`src/rtl/uart_rx_pkg.sv`:
```
package uart_rx_pkg;

    localparam int OVS       = 16;
    localparam int OVS_W     = $clog2(OVS);
    localparam int DATA_BITS = 8;

    localparam logic [2:0] ADR_DATA  = 3'd0;
    localparam logic [2:0] ADR_STAT  = 3'd1;
    localparam logic [2:0] ADR_CLR   = 3'd2;
    localparam logic [2:0] ADR_START = 3'd3;
    localparam logic [2:0] ADR_STOP  = 3'd4;
    localparam logic [2:0] ADR_EN    = 3'd5;

    localparam int ST_OVR = 0;
    localparam int ST_PER = 1;
    localparam int ST_FER = 2;
    localparam int ST_BFF = 5;

    localparam logic [7:0] ERR_MASK  = 8'h07;
    localparam logic [7:0] STAT_MASK = 8'h27;

    typedef enum logic [1:0] {
        PAR_NONE = 2'd0,
        PAR_EVEN = 2'd1,
        PAR_ODD  = 2'd2,
        PAR_RSVD = 2'd3
    } par_mode_e;

    typedef enum logic [2:0] {
        RX_IDLE,
        RX_START,
        RX_DATA,
        RX_PAR,
        RX_STOP
    } rx_state_e;

    typedef struct packed {
        logic [DATA_BITS-1:0] data;
        logic                 par_err;
        logic                 frm_err;
    } rx_frame_t;

    function automatic logic par_enabled(par_mode_e m);
        return (m == PAR_EVEN) || (m == PAR_ODD);
    endfunction

    function automatic logic par_expect(logic [DATA_BITS-1:0] d, par_mode_e m);
        return (m == PAR_ODD) ? ~(^d) : (^d);
    endfunction

endpackage

```
`src/rtl/uart_rx_sync.sv`:
```
module uart_rx_sync (
    input  logic clk,
    input  logic rst,
    input  logic din,
    output logic dout
);
    logic [1:0] stage_q;

    always_ff @(posedge clk) begin
        if (rst) stage_q <= 2'b11;
        else     stage_q <= {stage_q[0], din};
    end

    assign dout = stage_q[1];
endmodule

```
`src/rtl/uart_rx_tick.sv`:
```
module uart_rx_tick #(
    parameter int DIV_W = 16
) (
    input  logic             clk,
    input  logic             rst,
    input  logic             run,
    input  logic [DIV_W-1:0] div,
    output logic             tick
);
    logic [DIV_W-1:0] cnt_q;
    logic [DIV_W-1:0] limit;

    assign limit = (div == '0) ? '0 : div - 1'b1;
    assign tick  = run && (cnt_q >= limit);

    always_ff @(posedge clk) begin
        if (rst || !run)  cnt_q <= '0;
        else if (tick)    cnt_q <= '0;
        else              cnt_q <= cnt_q + 1'b1;
    end
endmodule

```
`src/rtl/uart_rx_frame.sv`:
```
module uart_rx_frame
    import uart_rx_pkg::*;
(
    input  logic      clk,
    input  logic      rst,
    input  logic      run,
    input  logic      tick,
    input  logic      rx_s,
    input  logic [1:0] cfg_par,
    output logic      done,
    output rx_frame_t frame
);
    localparam logic [OVS_W-1:0] HALF = OVS_W'(OVS/2 - 1);
    localparam logic [OVS_W-1:0] LAST = OVS_W'(OVS - 1);
    localparam int BIT_W = $clog2(DATA_BITS);

    par_mode_e            mode;
    rx_state_e            state_q;
    logic [OVS_W-1:0]     cnt_q;
    logic [BIT_W-1:0]     bit_q;
    logic [DATA_BITS-1:0] shreg_q;
    logic                 par_bit_q;
    logic                 at_end;

    assign mode   = par_mode_e'(cfg_par);
    assign at_end = tick && (cnt_q == LAST);

    always_ff @(posedge clk) begin
        if (rst || !run) begin
            state_q   <= RX_IDLE;
            cnt_q     <= '0;
            bit_q     <= '0;
            shreg_q   <= '0;
            par_bit_q <= 1'b0;
            done      <= 1'b0;
            frame     <= '0;
        end else begin
            done <= 1'b0;
            unique case (state_q)
                RX_IDLE: begin
                    if (tick && !rx_s) begin
                        state_q <= RX_START;
                        cnt_q   <= '0;
                    end
                end
                RX_START: begin
                    if (tick) begin
                        if (cnt_q == HALF) begin
                            cnt_q   <= '0;
                            bit_q   <= '0;
                            state_q <= rx_s ? RX_IDLE : RX_DATA;
                        end else begin
                            cnt_q <= cnt_q + 1'b1;
                        end
                    end
                end
                RX_DATA: begin
                    if (at_end) begin
                        cnt_q   <= '0;
                        shreg_q <= {rx_s, shreg_q[DATA_BITS-1:1]};
                        if (bit_q == BIT_W'(DATA_BITS - 1))
                            state_q <= par_enabled(mode) ? RX_PAR : RX_STOP;
                        else
                            bit_q <= bit_q + 1'b1;
                    end else if (tick) begin
                        cnt_q <= cnt_q + 1'b1;
                    end
                end
                RX_PAR: begin
                    if (at_end) begin
                        cnt_q     <= '0;
                        par_bit_q <= rx_s;
                        state_q   <= RX_STOP;
                    end else if (tick) begin
                        cnt_q <= cnt_q + 1'b1;
                    end
                end
                RX_STOP: begin
                    if (at_end) begin
                        cnt_q         <= '0;
                        done          <= 1'b1;
                        frame.data    <= shreg_q;
                        frame.frm_err <= !rx_s;
                        frame.par_err <= par_enabled(mode) &&
                                         (par_bit_q != par_expect(shreg_q, mode));
                        state_q       <= RX_IDLE;
                    end else if (tick) begin
                        cnt_q <= cnt_q + 1'b1;
                    end
                end
                default: state_q <= RX_IDLE;
            endcase
        end
    end

    AST_IDLE_WHEN_OFF: assert property (@(posedge clk) disable iff (rst)
        !run |=> (state_q == RX_IDLE) && !done)
        else $error("receiver active while disabled");

    AST_NOISE_REJECT: assert property (@(posedge clk) disable iff (rst)
        (state_q == RX_START && tick && cnt_q == HALF && rx_s && run) |=> state_q == RX_IDLE)
        else $error("false start not rejected");

endmodule

```
`src/rtl/uart_rx_regs.sv`:
```
module uart_rx_regs
    import uart_rx_pkg::*;
(
    input  logic       clk,
    input  logic       rst,
    input  logic       bus_wr,
    input  logic       bus_rd,
    input  logic [2:0] bus_addr,
    input  logic [7:0] bus_wdata,
    output logic [7:0] bus_rdata,
    input  logic       done,
    input  rx_frame_t  frame,
    output logic       run
);
    logic [7:0] data_q;
    logic [7:0] stat_q;
    logic       rd_data, wr_clr, wr_start, wr_stop;

    assign rd_data  = bus_rd && (bus_addr == ADR_DATA);
    assign wr_clr   = bus_wr && (bus_addr == ADR_CLR);
    assign wr_start = bus_wr && (bus_addr == ADR_START) && bus_wdata[0];
    assign wr_stop  = bus_wr && (bus_addr == ADR_STOP)  && bus_wdata[0];

    always_comb begin
        unique case (bus_addr)
            ADR_DATA: bus_rdata = data_q;
            ADR_STAT: bus_rdata = stat_q & STAT_MASK;
            ADR_EN:   bus_rdata = {7'b0, run};
            default:  bus_rdata = 8'h00;
        endcase
    end

    always_ff @(posedge clk) begin
        if (rst) begin
            run    <= 1'b0;
            data_q <= '0;
            stat_q <= '0;
        end else begin
            if (wr_start) run <= 1'b1;
            if (wr_stop)  run <= 1'b0;
            if (wr_clr)   stat_q <= stat_q & ~(bus_wdata & ERR_MASK);
            if (rd_data)  stat_q[ST_BFF] <= 1'b0;
            if (done) begin
                if (stat_q[ST_BFF]) begin
                    stat_q[ST_OVR] <= 1'b1;
                end else begin
                    data_q         <= frame.data;
                    stat_q[ST_BFF] <= 1'b1;
                    stat_q[ST_PER] <= stat_q[ST_PER] | frame.par_err;
                    stat_q[ST_FER] <= stat_q[ST_FER] | frame.frm_err;
                end
            end
        end
    end

    AST_READ_CLEARS_BFF: assert property (@(posedge clk) disable iff (rst)
        (rd_data && !done) |=> !stat_q[ST_BFF])
        else $error("buffer-full survived data read");

    AST_OVERRUN_KEEPS_DATA: assert property (@(posedge clk) disable iff (rst)
        (done && stat_q[ST_BFF]) |=> stat_q[ST_OVR] && $stable(data_q))
        else $error("overrun handling wrong");

    AST_START_SETS_EN: assert property (@(posedge clk) disable iff (rst)
        (wr_start && !wr_stop) |=> run)
        else $error("start strobe ignored");

    AST_STOP_CLEARS_EN: assert property (@(posedge clk) disable iff (rst)
        wr_stop |=> !run)
        else $error("stop strobe ignored");

    AST_NO_RX_WHEN_OFF: assert property (@(posedge clk) disable iff (rst)
        !run |-> !done)
        else $error("frame completed while disabled");

endmodule

```
`src/rtl/uart_rx_chan.sv`:
```
module uart_rx_chan
    import uart_rx_pkg::*;
#(
    parameter int DIV_W = 16
) (
    input  logic             clk,
    input  logic             rst,
    input  logic             bus_wr,
    input  logic             bus_rd,
    input  logic [2:0]       bus_addr,
    input  logic [7:0]       bus_wdata,
    output logic [7:0]       bus_rdata,
    input  logic             rx_pin,
    input  logic [DIV_W-1:0] cfg_div,
    input  logic [1:0]       cfg_par
);
    logic      rx_s;
    logic      run;
    logic      tick;
    logic      done;
    rx_frame_t frame;

    uart_rx_sync u_sync (
        .clk (clk),
        .rst (rst),
        .din (rx_pin),
        .dout(rx_s)
    );

    uart_rx_tick #(.DIV_W(DIV_W)) u_tick (
        .clk (clk),
        .rst (rst),
        .run (run),
        .div (cfg_div),
        .tick(tick)
    );

    uart_rx_frame u_frame (
        .clk    (clk),
        .rst    (rst),
        .run    (run),
        .tick   (tick),
        .rx_s   (rx_s),
        .cfg_par(cfg_par),
        .done   (done),
        .frame  (frame)
    );

    uart_rx_regs u_regs (
        .clk      (clk),
        .rst      (rst),
        .bus_wr   (bus_wr),
        .bus_rd   (bus_rd),
        .bus_addr (bus_addr),
        .bus_wdata(bus_wdata),
        .bus_rdata(bus_rdata),
        .done     (done),
        .frame    (frame),
        .run      (run)
    );
endmodule

```
`config.mk`:
```
export PLATFORM = sky130hd
export DESIGN_NAME = uart_rx_chan
export DESIGN_NICKNAME = d
export VERILOG_FILES = /design/src/rtl/uart_rx_pkg.sv /design/src/rtl/uart_rx_sync.sv /design/src/rtl/uart_rx_tick.sv /design/src/rtl/uart_rx_frame.sv /design/src/rtl/uart_rx_regs.sv /design/src/rtl/uart_rx_chan.sv
export SDC_FILE = /design/constraint.sdc
export NUM_CORES = 1
export LEC_CHECK = 0
export BUFFER_PORTS_ARGS = -buffer_cell sky130_fd_sc_hd__buf_4
export CAP_MARGIN = 10
export CORE_UTILIZATION = 45
export DETAILED_ROUTE_END_ITERATION = 8
export PLACE_DENSITY_LB_ADDON = 0.25
export REMOVE_ABC_BUFFERS = 1
export SYNTH_ARGS = -nofsm -noshare
export SYNTH_HDL_FRONTEND = slang
export SYNTH_SLANG_ARGS = --single-unit
export TNS_END_PERCENT = 10
```
`constraint.sdc`:
```
create_clock -name clk -period 5.25 [get_ports clk]
set_input_delay 0.525 -clock clk [delete_from_list [all_inputs] [get_ports clk]]
set_output_delay 0.525 -clock clk [all_outputs]
set_load 0.02 [all_outputs]
```
# --- Word-level counts from Yosys, hierarchy flattened ---
# Cells that the tools add are included.
totals:
  reg_bits: 65
  latchBits: 0
  mem_bits_rw: 0
  romBits: 0
  input_bits: 34
  output_inout_bits: 8
  elab_cells: 114
  mem_count: 0
classes:
  addsub: 4
  multipliers: 0
  div_mod_pow: 0
  n_lt_le_gt_ge: 1
  n_eq_ne: 24
  shifts: 0
  muxes: 32
  bitwise_logic: 7
  reduce_logical: 31
ops:
  columns: ["operator", "count"]
  rows:
  - ["$mux W3", 13]
  - ["$pmux W8 S3", 1]
  - ["$mux W4", 5]
  - ["$add A16 B1 Y16 const B", 1]
  - ["$ge A16 B16 Y1", 1]
  - ["$logic_not A16 Y1", 1]
  - ["$mux W16", 1]
  - ["$sub A16 B1 Y16 const B", 1]
  - ["$pmux W3 S5", 1]
  - ["$ne A2 B1 Y1 const B", 7]
  - ["$eq A3 B2 Y1 const B", 4]
  - ["$eq A3 B3 Y1 const B", 4]
  - ["$pmux W4 S3", 1]
  - ["$logic_and A1 B1 Y1", 10]
  - ["$and A8 B8 Y8", 1]
  - ["$not A3 Y8", 1]
  - ["$reduce_and A2 Y1", 4]
  - ["$reduce_xor A8 Y1", 1]
  - ["$reduce_and A7 Y1", 1]
  - ["$eq A3 B1 Y1 const B", 2]
  - ["$logic_not A3 Y1", 2]
  - ["$mux W1", 6]
  - ["$mux W6", 1]
  - ["$pmux W3 S2", 1]
  - ["other kinds (20)", 28]

# --- Longest topological paths before layout ---
# Gate-level depths: netlist of the first run.
logic_depth:
  ltp_word: 7
  depth_mapped: 16

# --- Modules after synthesis ---
# A second synthesis of the first run with hierarchy kept.
hier_totals:
  hier_cells: 438
  hier_area_um2: 3562.2
by_module_without_submodules:
  columns: ["mod", "instances", "cells_per_inst", "area_each_um2", "seq_area_each_um2"]
  rows:
  - ["uart_rx_frame", 1, 178, 1482.7, 600.6]
  - ["uart_rx_tick", 1, 177, 1382.6, 320.3]
  - ["uart_rx_regs", 1, 79, 644.4, 260.2]
  - ["uart_rx_sync", 1, 4, 52.6, 40.0]

# --- Least setup slack after synthesis of the first run ---
# No wires, ideal clock.
synth_timing:
  kind: "input to register"
  startpoint: "input port cfg_div[5]"
  endpoint: "register, netlist name u_frame.frame[1]"
  setup_time_ps: 128
  arrival_time_ps: 3681
  slack_ps: 1442
  stages: 14
  path_cell_list: "or3_4 or3_4 or3_4 nor4_4 xor2_1 nand2_1 ha_1 nand4_1 nor3_2 nand3b_2 a311oi_2 buf_4 mux2i_1 nor2_1"
synth_via:
  elab_chain_cells: 6
synth_lines:
  columns: ["element", "line_no", "rtl"]
  rows:
  - ["start: declaration", "uart_rx_chan.sv:14", "input logic [DIV_W-1:0] cfg_div,"]
  - ["$sub A16 B1 Y16 / $logic_not A16 Y1 (equally long branches)", "uart_rx_tick.sv:13", "assign limit = (div == '0) ? '0 : div - 1'b1;"]
  - ["$mux W16 (*)", "uart_rx_tick.sv:13", null]
  - ["$ge A16 B16 Y1 (*)", "uart_rx_tick.sv:14", "assign tick = run && (cnt_q >= limit);"]
  - ["$logic_and A1 B1 Y1 (*)", "uart_rx_tick.sv:14", null]
  - ["$logic_and A1 B1 Y1 (*)", "uart_rx_frame.sv:26", "assign at_end = tick && (cnt_q == LAST);"]
  - ["$reduce_and A2 Y1 (no line) (*)", null, null]
# Mark *: on every way between the ends. The rest lies on a longest branch, timed or not.
# A chain may end at the register's enable or synchronous reset.

# --- Worst setup path after layout of the first run ---
layout_timing:
  startpoint: "input port cfg_div[5]"
  endpoint: "register u_frame.shreg_q[5]"
layout_via:
  elab_chain_cells: 6
layout_lines:
  columns: ["element", "line_no", "rtl"]
  rows:
  - ["$sub A16 B1 Y16 / $logic_not A16 Y1 (equally long branches)", "uart_rx_tick.sv:13", null]
  - ["$mux W16 (*)", "uart_rx_tick.sv:13", null]
  - ["$ge A16 B16 Y1 (*)", "uart_rx_tick.sv:14", null]
  - ["$logic_and A1 B1 Y1 (*)", "uart_rx_tick.sv:14", null]
  - ["$logic_and A1 B1 Y1 (*)", "uart_rx_frame.sv:26", null]
  - ["$reduce_and A2 Y1 (no line) (*)", null, null]
  - ["end signal: assignment", "uart_rx_frame.sv:60", "shreg_q <= {rx_s, shreg_q[DATA_BITS-1:1]};"]
  - ["end: declaration", "uart_rx_frame.sv:21", "logic [DATA_BITS-1:0] shreg_q;"]
# Marked as above.

==> flow_summary.toml, run 1 <==
[synthesis]
synth_compound_area_share_pct = 12.6
ys_ff_latch = 61
synthXorXnorAreaFrac_pct = 9.01
synth_area_sq_mm = 0.00355
synthMuxAreaShare_pct = 4.82
syn_avg_cell_area_sq_um = 8.21
yosysUniqueCellTypes = 54
synth_fa_ha_area_share_pct = 8.10
synth_flop_cell = "dfxtp_1"
synth_edf_count = 0
ys_seq_area_share_pct = 34.4
syn_inst = 433
synth-async-reset-ratio_pct = 0
synthSimpleGateAreaFrac_pct = 27.5
synth_top_family_by_area = "simple AND/OR/NAND/NOR gates"
ys.warnings.count = 0

[worst_setup_path]
worst_r2r_endpoint = "u_frame.shreg_q[5]"
path_class = "primary input to flip-flop"
ff2ff_path_depth = 6
crit_path_max_fanout = 16
worstPathRequired_ns = 5.43
critPathCaptureType = "flip-flop"
critPathCapture = "u_frame.shreg_q[5]"
cp.arrival_ns = 4.21
startpoint_type = "primary input"
r2r-start = "u_tick.cnt_q[13]"
startpoint = "cfg_div[5]"
reg2reg_slack_ns = 2.71

[global_route]
track_usage_pct = 18.0
grt_pass1_vias = 2806
grt-ovfl-total = 0
grt_pass1_wl_mm = 12.3
grt_max_degree = 29
antenna_found_initial = 0

[floorplan]
start_util_pct = 46.2
coreArea_sq_mm = 0.00769
die_width_um = 90.9
fp.dieH_um = 90.9
rows = 32
io_pins = 42
fp.dieArea_sq_mm = 0.00826

[finish]
fin_nets = 517
diodes = 0
synthToLayoutAreaGrowth_pct = 13.9
fin_area_sq_mm = 0.00405
seqCellArea_sq_mm = 0.00122
multi_input_area_sq_mm = 0.00221
fillers = 751
drive_above_1_share_pct = 15.5

[timing]
slew_viol_final = 0
setup_violations = 0
tightestPinTransition_ns = 0.898
fin_skew_ns = 0.0108
period_minus_slack_ns = 4.03
finalCritPeriodShare_pct = 76.8
grt_setup_unrepaired = "no"
timing_hold_violations_final = 0
relSlewSlack_pct = 40.0
finalSetupTns_ns = 0
max_clock_freq_mhz = 248

[place]
post-dp-hpwl_mm = 5.22
dpl_cell_area_sq_mm = 0.00387
gp_congestion = 0.842
numPortBuffers = 36

[clocking]
cts-root-buf = "clkbuf_8"
ctsHoldBuffers = 0
clkLatencyLatePin_ns = 0.34
ctsResizeCount = 0
htreeDepth = 3
numCtsBuffers = 9
cts_tree = "built"
clk_pin_slew_worst_paths_ns = 0.07
cts_max_path_buffers = 2
cts.sinks = 61
cts_setup_buffers = 0

[pwr]
power.total_uw = 889
p_leak_nw = 1.54
power.density_mw_per_mm2 = 220
vdd_ir_drop_max_mv = 0.104

[detailed_routing]
firstDrtPassIters = 4
drt_wl_total_mm = 7.03
ant_nets = 0
first_iter_violations = 104
viasPerCell = 5.25
vias = 2979
drc_errors = 0
post_drt_wl_per_cell_um = 12.4

[hold_path]
hp-class = "primary input to flip-flop"

[job]
cap_violations = 0

[outcome]
status = "finished, final reports clean"
## worst min path at each step
stage	start	end	slack, ns	cells after the start
after floorplan	u_sync.stage_q[0]	u_sync.stage_q[1]	0.39	1
after global placement	u_sync.stage_q[0]	u_sync.stage_q[1]	0.40	1
after detailed placement	u_sync.stage_q[0]	u_sync.stage_q[1]	0.40	1
after CTS	rx_pin	u_sync.stage_q[0]	0.37	2
after global routing	rx_pin	u_sync.stage_q[0]	0.37	2
final	rx_pin	u_sync.stage_q[0]	0.38	2
## logic make-up (layout without fill, tap and decap cells)
family | Yosys count | in the layout
AO/OA/AOI/OAI | 72 | 72
XOR/XNOR | 35 | 35
adder cells (fa/ha/maj) | 23 | 23
buffers and inverters | 30 | 62
flip-flops | 61 | 61
multiplexers | 17 | 17
AND/OR/NAND/NOR | 195 | 195
## cell type report
class | instances | share of cell area, %
Inverter | 8 | 0.742
Clock buffer | 10 | 3.40
Sequential cell | 61 | 30.2
Tap cell | 102 | 3.15
Timing Repair Buffer | 38 | 7.05
Clock inverter | 6 | 0.958
Multi-Input combinational cell | 342 | 54.5
## stage by stage
step	instances	hold WS [ns]	util, %	setup slack, ns
after floorplan	411	0.389	-	1.14
after global placement	551	0.401	50.4	0.915
after detailed placement	551	0.401	50.4	0.788
after CTS	567	0.369	52.7	1.17
after global routing	567	0.369	52.7	0.884
final	567	0.380	52.7	1.22
## critical path, cell delays in order
cell and delay, ns:
buf_4 0.12, or3_4 0.39, or3_4 0.36, or3_4 0.41
nor4_4 0.15, xor2_1 0.16, nand2_1 0.07, ha_1 0.31
nand4_1 0.19, nor3_2 0.29, nand3b_2 0.20, a311oi_2 0.84
o21ai_0 0.21
## synthesized netlist by cell type, drive strengths merged, types with 11 or more instances
cell | count | area, sq um
a21oi | 24 | 120
xor2 | 20 | 175
nand2 | 65 | 244
clkbuf | 15 | 56.3
dfxtp | 61 | 1220
nor3 | 11 | 65.1
o21ai | 21 | 105
ha | 23 | 288
xnor2 | 14 | 123
nor2 | 46 | 173
mux2i | 16 | 160
nand3 | 23 | 115
## state kept, by name, indices dropped and copies added (netlist names)
name and cells:
u_frame.bit_q 3, u_frame.cnt_q 4, u_frame.done 1, u_frame.frame 10
u_frame.par_bit_q 1, u_frame.shreg_q 8, u_frame.state_q 3, u_regs.data_q 8
u_regs.run 1, u_regs.stat_q 4, u_sync.stage_q 2, u_tick.cnt_q 16
## power by group
part | total (mW) | leakage (nW) | internal, mW | switching (mW)
clock network | 0.363 | 0.0880 | 0.182 | 0.181
registers | 0.466 | 0.492 | 0.464 | 0.00179
logic | 0.0609 | 0.961 | 0.0301 | 0.0308
## placed cells by master (no fill, tap or decap), drive strengths merged, types with 2 or more instances in the layout
master | Yosys | layout
a211oi | 4 | 4
a21oi | 24 | 24
a22oi | 4 | 4
a311oi | 2 | 2
a31oi | 4 | 4
and2 | 6 | 6
and3 | 7 | 7
and4 | 2 | 2
buf | 7 | 38
clkbuf | 15 | 10
clkinv | 0 | 4
clkinvlp | 0 | 2
dfxtp | 61 | 61
ha | 23 | 23
inv | 8 | 8
mux2i | 16 | 16
nand2 | 65 | 65
nand2b | 4 | 4
nand3 | 23 | 23
nand3b | 2 | 2
nand4 | 7 | 7
nand4b | 3 | 3
nor2 | 46 | 46
nor2b | 4 | 4
nor3 | 11 | 11
nor3b | 2 | 2
nor4 | 2 | 2
o211ai | 2 | 2
o21ai | 21 | 21
o22ai | 2 | 2
or2 | 4 | 4
or3 | 4 | 4
xnor2 | 14 | 14
xor2 | 20 | 20
## per-layer routing
metal	global-route usage, %	vias up	share of wire, %
li1	-	1564	-
met1	22.2	1354	49
met2	30.9	55	47
met3	2.86	6	3.3
met4	7.54	0	1.1
met5	0	-	0
Power figures use the tool's default switching activity.
==> run 2, diff against run 1 <==
ABC_AREA = 1   (was default)
clock period = 4.1 ns   (was 5.25 ns; I/O delays follow)
==> run 2 against run 1 <==
Net effect:
- total power increased by 29%
- non-clock buffer count down 1
- die area grew 3.4%
- first-iteration DRC count is 31% higher
- hold slack worse by 0.13 ns
==> flow_summary.toml, run 2 <==
[outcome]
status = "finished, final reports clean"

[worst_setup_path]
crit_path_max_fanout = 16
crit_chain = "buf_4, nor2_1, nand3_1, inv_1, nand2_1, inv_1, nand2_1, nor4_2, nand3_1, xnor2_1, nand2_1, ha_1, a21oi_1, o21ai_0, a21oi_1, nand2_2, nand2_4, nand2_1, nor3b_1"
critPathCaptureType = "flip-flop"
reg2reg_slack_ns = 1.93
worstPathRequired_ns = 4.34
startpoint_type = "primary input"
r2r-start = "u_tick.cnt_q[11]"
path_common_cell = "nand2_1"
cp.arrival_ns = 3.36
cpPeakStageDelay_ns = 0.36
cpMaxStageDelayCell = "nand2_1"
worst_r2r_endpoint = "u_tick.cnt_q[4]"
ff2ff_path_depth = 8
path_class = "primary input to flip-flop"

[pwr]
vdd_ir_drop_max_mv = 0.148
p_leak_nw = 1.94
power.density_mw_per_mm2 = 273

[clocking]
htreeDepth = 3
cts-root-buf = "clkbuf_8"
clk_pin_slew_worst_paths_ns = 0.07
numCtsBuffers = 9
ctsHoldBuffers = 0
cts.sinks = 61
clkLatencyLatePin_ns = 0.34
ctsResizeCount = 0
cts_tree = "built"
cts_max_path_buffers = 2
cts_setup_buffers = 0

[synthesis]
synth.area.top_cells = "dfxtp_1, nor2_1, nand2_1, ha_1, inv_1"
ys_ff_latch = 61
synth-async-reset-ratio_pct = 0
yosysTopAreaCell = "dfxtp_1"
syn_avg_cell_area_sq_um = 7.03
synthTopCellsByCount = "nor2_1, nand2_1, inv_1"
synth_top_cell_area_share_pct = 33.2
yosysUniqueCellTypes = 41
synth_flop_cell = "dfxtp_1"
synth.most_common_cell = "nor2_1"
syn_inst = 523
synth_edf_count = 0
ys_seq_area_share_pct = 33.2
ys.warnings.count = 0
synth_area_sq_mm = 0.00368

[floorplan]
start_util_pct = 47.1
fp.dieH_um = 92.4
die_width_um = 92.4
coreArea_sq_mm = 0.00781
io_pins = 42
rows = 32
fp.dieArea_sq_mm = 0.00854

[hold_path]
hp-start = "rx_pin"
whs_path_depth = 2
hp-class = "primary input to flip-flop"
whs_endpoint = "u_sync.stage_q[0]"

[detailed_routing]
ant_nets = 0
post_drt_wl_per_cell_um = 10.8
first_iter_violations = 136
viasPerCell = 4.86
vias = 3257
firstDrtPassIters = 4
drc_errors = 0
drt_wl_total_mm = 7.23

[place]
numPortBuffers = 36
preCtsSetupSlack_ns = 0.647
gp_congestion = 0.811
post-dp-hpwl_mm = 5.59

[global_route]
grt_pass1_vias = 3037
grt-ovfl-total = 0
grt_pass1_wl_mm = 12.8
antenna_found_initial = 0
grt_max_degree = 24
track_usage_pct = 18.3

[finish]
synthToLayoutAreaGrowth_pct = 14.6
diodes = 0
fin_util_pct = 54.0
largest-register = "u_tick.cnt_q"
fin_nets = 620
final_cell_mix = "nor2_1, nand2_1, inv_1"
drive_above_1_share_pct = 15.7
final_common_cell = "nor2_1"
largest_registers = "u_tick.cnt_q (16), u_frame.frame (10)"
largest_register_ffs = 16

[timing]
period_minus_slack_ns = 3.12
finalSetupTns_ns = 0
slew_viol_final = 0
max_clock_freq_mhz = 321
fin_skew_ns = 0.0116
relSlewSlack_pct = 60.5
grt_setup_unrepaired = "no"
tightestPinTransition_ns = 0.591
setup_violations = 0
setup_ws_ns = 0.981
finalCritPeriodShare_pct = 76.1
timing_hold_violations_final = 0

[job]
cap_violations = 0
-- run 2: changes by cell type after synthesis, sizes merged, moves of 7 or more --
cell    delta
inv       +71
mux2i     -16
nand2     +22
o21ai     +19
nor3       -7
clkbuf    -10
nor2      +45
a21oi     +18
-- run 2: worst max-delay path, delay by kind of cell --
family / cells / cell delay [ns]
AOI/OAI and AO/OA: 3 / 0.43
xor gates and xnor gates: 1 / 0.16
adders and majority gates: 1 / 0.29
buffers and inverters: 3 / 0.28
and+or+nand+nor: 11 / 1.80
-- run 2: how the worst max path moves through the flow --
| stage | start | to | slack [ns] | cells past startpoint |
|---|---|---|---|---|
| after detailed placement | cfg_div[2] | u_tick.cnt_q[4] | 0.65 | 19 |
| final | cfg_div[2] | u_tick.cnt_q[4] | 0.98 | 19 |
| after floorplan | cfg_div[2] | u_frame.frame[7] | 1.27 | 20 |
| after CTS | cfg_div[2] | u_tick.cnt_q[4] | 0.99 | 19 |
| after global placement | cfg_div[0] | u_frame.frame[7] | 0.73 | 17 |
| after global routing | cfg_div[2] | u_frame.frame[7] | 0.60 | 21 |
-- run 2: report_power, final --
part / internal, mW / leakage (nW) / total, mW / switching (mW)
Combinational: 0.0384 / 1.37 / 0.0835 / 0.0451
Clock: 0.235 / 0.0815 / 0.472 / 0.236
Sequential: 0.594 / 0.492 / 0.595 / 0.00134
-- run 2: final cells by class --
class                   instances  area (sq um)
fillers                       773          3590
well taps                     102           128
multi-input cells             373          2110
inverters                      81           304
repair buffers                 37           278
flip-flops and latches         61          1220
clock buffers                  11           141
clock inverters                 5          36.3
-- run 2: through the flow --
step / hold WS (ns) / cells / instance area [sq um] / total power [mW]
2_1_floorplan: 0.389 / 515 / 3630 / 0.652
3_3_place_gp: 0.391 / 654 / 4040 / 0.690
3_5_place_dp: 0.399 / 654 / 4040 / 0.692
4_1_cts: 0.231 / 670 / 4210 / 1.17
5_1_grt: 0.228 / 670 / 4210 / 1.20
6_report: 0.247 / 670 / 4210 / 1.15
-- run 2: routing by layer --
metal	routed length, um	GRT usage, %
met1	3610	23.5
met2	3290	29.9
met3	251	5.17
met4	85	4.95
met5	0	0
-- run 2: cell families after synthesis --
| logic type | Yosys count | synth area share, % |
|---|---|---|
| and+or+nand+nor | 236 | 30.7 |
| DFF | 61 | 33.2 |
| buffers and inverters | 89 | 9.53 |
| adders and majority gates | 23 | 7.83 |
| AOI/OAI and AO/OA | 88 | 12.5 |
| xor gates and xnor gates | 26 | 6.19 |
